### config.mk
export PLATFORM = sky130hd
export DESIGN_NAME = tlm_sample_port
export DESIGN_NICKNAME = d
export VERILOG_FILES = /design/src/rtl/tsp_pkg.sv /design/src/rtl/tsp_stamp.sv /design/src/rtl/tsp_fifo.sv /design/src/rtl/tsp_serial.sv /design/src/rtl/tlm_sample_port.sv
export SDC_FILE = /design/constraint.sdc
export NUM_CORES = 1
export LEC_CHECK = 0
export ABC_AREA = 1
export CELL_PAD_IN_SITES_DETAIL_PLACEMENT = 1
export CELL_PAD_IN_SITES_GLOBAL_PLACEMENT = 1
export CORE_MARGIN = 5
export CORE_UTILIZATION = 53
export CTS_BUF_LIST = sky130_fd_sc_hd__clkbuf_8 sky130_fd_sc_hd__clkbuf_16
export DETAILED_ROUTE_END_ITERATION = 7
export PLACE_DENSITY = 0.83
export SYNTH_ARGS = -nofsm -noshare
export SYNTH_HDL_FRONTEND = slang
export SYNTH_SLANG_ARGS = --single-unit
### constraint.sdc
create_clock -name clk -period 4.7 [get_ports clk]
set_clock_uncertainty 0.15 [all_clocks]
set_input_delay 0.47 -clock clk [delete_from_list [all_inputs] [get_ports clk]]
set_output_delay 0.47 -clock clk [all_outputs]
set_load 0.02 [all_outputs]
### src/rtl/tsp_pkg.sv
package tsp_pkg;
  localparam int SAMPLE_W = 24;
  localparam int USER_W   = 6;
  localparam int STAT_W   = USER_W + 2;
  localparam int WORD_W   = SAMPLE_W + STAT_W;
  localparam int TB_POS   = STAT_W - 1;
  localparam int OVF_POS  = STAT_W - 2;

  typedef enum logic [2:0] {
    PS_IDLE, PS_LEAD, PS_HIGH, PS_LOW, PS_TRAIL, PS_TOKEN
  } port_state_e;

  function automatic logic [WORD_W-1:0] pack_word(
    input logic [SAMPLE_W-1:0] smp,
    input logic                tb,
    input logic                ovf,
    input logic [USER_W-1:0]   usr
  );
    return {smp, tb, ovf, usr};
  endfunction
endpackage

### src/rtl/tsp_stamp.sv
module tsp_stamp
  import tsp_pkg::*;
(
  input  logic                clk,
  input  logic                rst_n,
  input  logic                smp_valid,
  input  logic [SAMPLE_W-1:0] smp_data,
  input  logic [USER_W-1:0]   smp_user,
  input  logic                tbrk,
  input  logic                full,
  output logic                push,
  output logic                drop,
  output logic [WORD_W-1:0]   word
);
  logic tb_pend, ovf_pend;

  assign push = smp_valid && !full;
  assign drop = smp_valid && full;
  assign word = pack_word(smp_data, tb_pend | tbrk, ovf_pend, smp_user);

  always_ff @(posedge clk or negedge rst_n) begin
    if (!rst_n) begin
      tb_pend  <= 1'b0;
      ovf_pend <= 1'b0;
    end else if (push) begin
      tb_pend  <= 1'b0;
      ovf_pend <= 1'b0;
    end else begin
      if (tbrk) tb_pend  <= 1'b1;
      if (drop) ovf_pend <= 1'b1;
    end
  end
endmodule

### src/rtl/tsp_fifo.sv
module tsp_fifo #(
  parameter int DEPTH = 8,
  parameter int W     = 32
) (
  input  logic         clk,
  input  logic         rst_n,
  input  logic         push,
  input  logic [W-1:0] din,
  input  logic         pop,
  output logic [W-1:0] dout,
  output logic         empty,
  output logic         full
);
  localparam int AW = (DEPTH > 1) ? $clog2(DEPTH) : 1;
  localparam int CW = $clog2(DEPTH + 1);
  localparam logic [AW-1:0] LAST = AW'(DEPTH - 1);

  logic [W-1:0]  mem [DEPTH];
  logic [AW-1:0] wr_ptr, rd_ptr;
  logic [CW-1:0] count;

  assign empty = (count == '0);
  assign full  = (count == CW'(DEPTH));
  assign dout  = mem[rd_ptr];

  always_ff @(posedge clk) begin
    if (push) mem[wr_ptr] <= din;
  end

  always_ff @(posedge clk or negedge rst_n) begin
    if (!rst_n) begin
      wr_ptr <= '0;
      rd_ptr <= '0;
      count  <= '0;
    end else begin
      if (push) wr_ptr <= (wr_ptr == LAST) ? '0 : wr_ptr + 1'b1;
      if (pop)  rd_ptr <= (rd_ptr == LAST) ? '0 : rd_ptr + 1'b1;
      if (push && !pop)      count <= count + 1'b1;
      else if (pop && !push) count <= count - 1'b1;
    end
  end
endmodule

### src/rtl/tsp_serial.sv
module tsp_serial
  import tsp_pkg::*;
#(
  parameter int HALF = 4,
  parameter int W    = 32
) (
  input  logic         clk,
  input  logic         rst_n,
  input  logic         tok_in,
  input  logic         empty,
  input  logic [W-1:0] head,
  output logic         pop,
  output logic         rdy_n,
  output logic         sclk,
  output logic         sdat,
  output logic         tok_out
);
  localparam int TW = (HALF > 1) ? $clog2(HALF) : 1;
  localparam int BW = $clog2(W);
  localparam logic [TW-1:0] RELOAD = TW'(HALF - 1);
  localparam logic [BW-1:0] LASTBIT = BW'(W - 1);

  port_state_e   st;
  logic [TW-1:0] tmr;
  logic [BW-1:0] bitn;
  logic [W-1:0]  shreg;
  logic          tdone, in_frame;

  assign tdone    = (tmr == '0);
  assign in_frame = (st == PS_LEAD) || (st == PS_HIGH) || (st == PS_LOW);
  assign pop      = (st == PS_IDLE) && tok_in && !empty;
  assign rdy_n    = !in_frame;
  assign sclk     = (st == PS_HIGH);
  assign sdat     = in_frame && shreg[W-1];
  assign tok_out  = (st == PS_TOKEN);

  always_ff @(posedge clk or negedge rst_n) begin
    if (!rst_n) begin
      st    <= PS_IDLE;
      tmr   <= '0;
      bitn  <= '0;
      shreg <= '0;
    end else begin
      tmr <= tdone ? RELOAD : tmr - 1'b1;
      unique case (st)
        PS_IDLE: begin
          tmr  <= RELOAD;
          bitn <= '0;
          if (tok_in) begin
            if (!empty) begin
              shreg <= head;
              st    <= PS_LEAD;
            end else begin
              st <= PS_TOKEN;
            end
          end
        end
        PS_LEAD:  if (tdone) st <= PS_HIGH;
        PS_HIGH: begin
          if (tdone) begin
            if (bitn == LASTBIT) begin
              st <= PS_TRAIL;
            end else begin
              st    <= PS_LOW;
              shreg <= {shreg[W-2:0], 1'b0};
              bitn  <= bitn + 1'b1;
            end
          end
        end
        PS_LOW:   if (tdone) st <= PS_HIGH;
        PS_TRAIL: if (tdone) st <= PS_TOKEN;
        PS_TOKEN: if (tdone) st <= PS_IDLE;
        default:  st <= PS_IDLE;
      endcase
    end
  end
endmodule

### src/rtl/tlm_sample_port.sv
module tlm_sample_port
  import tsp_pkg::*;
#(
  parameter int DEPTH = 8,
  parameter int HALF  = 4
) (
  input  logic                clk,
  input  logic                rst_n,
  input  logic                smp_valid,
  input  logic [SAMPLE_W-1:0] smp_data,
  input  logic [USER_W-1:0]   smp_user,
  input  logic                tbrk,
  input  logic                tok_in,
  output logic                rdy_n,
  output logic                sclk,
  output logic                sdat,
  output logic                tok_out
);
  logic              push_w, drop_w, pop_w, empty_w, full_w;
  logic [WORD_W-1:0] word_w, head_w;

  tsp_stamp u_stamp (
    .clk(clk), .rst_n(rst_n), .smp_valid(smp_valid), .smp_data(smp_data),
    .smp_user(smp_user), .tbrk(tbrk), .full(full_w),
    .push(push_w), .drop(drop_w), .word(word_w)
  );

  tsp_fifo #(.DEPTH(DEPTH), .W(WORD_W)) u_fifo (
    .clk(clk), .rst_n(rst_n), .push(push_w), .din(word_w),
    .pop(pop_w), .dout(head_w), .empty(empty_w), .full(full_w)
  );

  tsp_serial #(.HALF(HALF), .W(WORD_W)) u_serial (
    .clk(clk), .rst_n(rst_n), .tok_in(tok_in), .empty(empty_w), .head(head_w),
    .pop(pop_w), .rdy_n(rdy_n), .sclk(sclk), .sdat(sdat), .tok_out(tok_out)
  );
endmodule

==> impl_metrics.csv <==
group,metric,value,unit
logic_synthesis,syn_area_per_cell,11.15,µm²
sta,whs,0.3161,ns
clocking,clk_pin_slew,0.06,ns
critical_path,setup.worst_path.end_class,"flip-flop",
die,pin_count,39,
logic_synthesis,ys_seq_area_share,70.64,%
logic_synthesis,synthCells,1148,
logic_synthesis,synth_seq_cells,310,
layout,finalNetCount,1217,
clocking,cts_tree,"done",
pwr,combPwrFrac,33.0,%
global_route,grt_use_met2,43.78,%
sta,tightest_slew,1.235,ns
global_route,grt_use_met3,3.599,%
global_route,grt_util_met1,33.38,%
status,outcome,"completed",
route,wl_per_cell,22.43,µm
clocking,cts_resized,0,
die,std_cell_rows,56,
pwr,intPower,5.896,mW
logic_synthesis,yosysUniqueCellTypes,30,
die,core-area,23610,µm²
global_route,grt_busiest_layer,"met2",
layout,layout_commonest_cell,"nand2_1",
sta,slew_violations,0,
sta,setup_tns,0,ns
route,vias,8871,
clocking,cts_setup_buffers,0,
sta,min_period,2.842,ns
global_route,grt_pass1_wl,53250,µm
place,post-place-ws,1.601,ns
critical_path,crit_fanout,35,
route,via_per_inst,5.855,
sta,setup_violations,0,
route,drt-total-wl,33980,µm
die,fp.dieW,165.4,µm
clocking,cts_buffers,34,
pwr,peakVddDrop,381.9,µV
layout,area_growth,13.15,%
die,start_util,54.19,%
sta,fmax,351.8,MHz
pwr,p_sw,3.658,mW
pwr,swShare,38.28,%
pwr,power_density,659.9,nW/µm²
flow_run,maxCapViolCount,0,
global_route,grt_pass1_vias,9503,
die,dieArea,27350,µm²
logic_synthesis,yosysWarnings,0,
sta,layout_setup_ws,1.858,ns
global_route,track_usage,25.64,%
clocking,cts_hold_buf,1,
clocking,insertion_delay,0.51,ns
pwr,power.clock.fraction,26.6,%
sta,fin_crit_sh,60.48,%
place,hpwlAfterDp,18730,µm
route,drc,0,
clocking,h-tree-depth,2,
route,firstDrtPassIters,5,
logic_synthesis,syn-cell-area,12800,µm²
place,place_inst,1453,
pwr,seq_power_share,40.3,%
critical_path,worstSetupPathType,"flip-flop to flip-flop",
sta,hold_violations,0,
critical_path,crit_path_start_kind,"flip-flop",
route,drtIter0Drc,786,
layout,drive_gt1_share,7.107,%
clocking,clock-sinks,310,
sta,slew_headroom,17.48,%
clocking,clockBufferDepth,3,
place,numPortBuffers,38,
die,die_h,165.4,µm
critical_path,cp.required,4.99,ns
place,gp_congestion,0.7842,
sta,rsz0062_at_grt,"false",
pwr,p_leak,5.610,nW
layout,insertedDiodeCount,0,
global_route,grt_max_degree,101,
global_route,antenna_found_initial,0,
worst_hold_path,hp-class,"flip-flop to flip-flop",
critical_path,crit_arrival,3.13,ns
route,antenna_left,0,
clocking,clockRootBuffer,"clkbuf_16",
layout,fin_cells,1515,
pwr,power.total,9.554,mW
global_route,overflow,0,
logic_synthesis,syn-num-nets,1194,
layout,layout_common_cells,"nand2_1 (390), edfxtp_1 (256), nand3_1 (224)",
## kinds of logic after synthesis
family / share of synthesized area (%)
xor gates and xnor gates: 0.2738
buffers and inverters: 3.207
AOI/OAI and AO/OA: 2.210
adders and majority gates: 1.134
DFF: 70.64
and+or+nand+nor: 22.54
## final timing paths
kind / startpoint / endpoint / slack, ns / cells after the start
worst max-delay path: u_serial.bitn[0] / u_serial.shreg[2] / 1.86 / 11
worst min-delay path: u_serial.tmr[0] / u_serial.tmr[0] / 0.32 / 1
worst max register to register: u_serial.bitn[0] / u_serial.shreg[2] / 1.86 / 11
worst min register to register: u_serial.tmr[0] / u_serial.tmr[0] / 0.32 / 1
max in group asynchronous: rst_n / u_fifo.rd_ptr[0] / 3.32 / 3
min in group asynchronous: rst_n / u_serial.shreg[14] / 0.50 / 3
## routing by layer
metal  vias to the layer above  wire, µm
li1                       4001         -
met1                      4482     13860
met2                       305     17250
met3                        83      1848
met4                         0      1027
met5                         -         0
## synth_stat cells
master      n  share of area (%)
nand3_4     1               0.14
clkbuf_1    4               0.12
buf_2      46                1.8
dfrtp_1    54                 11
nand3_1   224                8.8
buf_6       3               0.26
inv_2       7               0.21
or2_2       1              0.049
or2_1       1              0.049
nor3_1      1              0.039
fa_1        1               0.16
clkinv_1    1              0.029
xnor2_1     2               0.14
nand2_1   390                 11
o21a_1      1              0.059
inv_1      17               0.50
a21oi_1    35                1.4
nor2_2      1              0.049
nor2_1     56                1.6
buf_1      10               0.29
o21ai_0    13               0.51
nand4_2     1              0.098
ha_1       10               0.98
o211ai_1    2               0.12
o21ai_1     4               0.16
edfxtp_1  256                 60
and2_1      1              0.049
xor2_1      2               0.14
nor2_4      2               0.18
nand2_2     1              0.049
## final cells by class
type                       instances  area, µm²
multi-input combinational        750       3407
clock inverter                    22      135.1
fill                            2428       9134
timing repair buffer              50      467.9
inverter                          25      95.09
sequential                       310       9044
clock buffer                      39      930.9
tap                              319      399.1
## power groups by stage
stage | combinational [mW] | sequential, mW | clock (mW)
2_1_floorplan | 2.18 | 3.74 | 0
3_3_place_gp | 2.89 | 3.84 | 0
3_5_place_dp | 3.07 | 3.89 | 0
4_1_cts | 3.16 | 3.84 | 2.56
5_1_grt | 3.49 | 3.89 | 2.71
6_report | 3.16 | 3.85 | 2.54
## critical path, stage by stage, from the launching register on
cell	delay, ns
dfrtp_1	0.39
ha_1	0.18
nand2_1	0.07
nor2_1	0.10
ha_1	0.17
inv_1	0.07
nand4_2	0.09
buf_4	0.39
inv_2	0.12
nor2_4	0.73
nand2_1	0.15
nand2_1	0.13
## flip-flops by register name, summed over array words and instances, names as in the netlist
signal / cells
u_fifo.mem: 256
u_serial.shreg: 32
u_serial.tmr: 2
u_fifo.count: 4
u_stamp.ovf_pend: 1
u_fifo.rd_ptr: 3
u_stamp.tb_pend: 1
u_fifo.wr_ptr: 3
u_serial.bitn: 5
u_serial.st: 3
## metrics by stage
step	utilization (%)	cell area, µm²
after floorplan	-	12800
after global placement	56.76	13400
after detailed placement	56.76	13400
after CTS	61.32	14480
after global routing	61.32	14480
final	61.32	14480
Note: power is estimated with default switching activity, not from simulation.
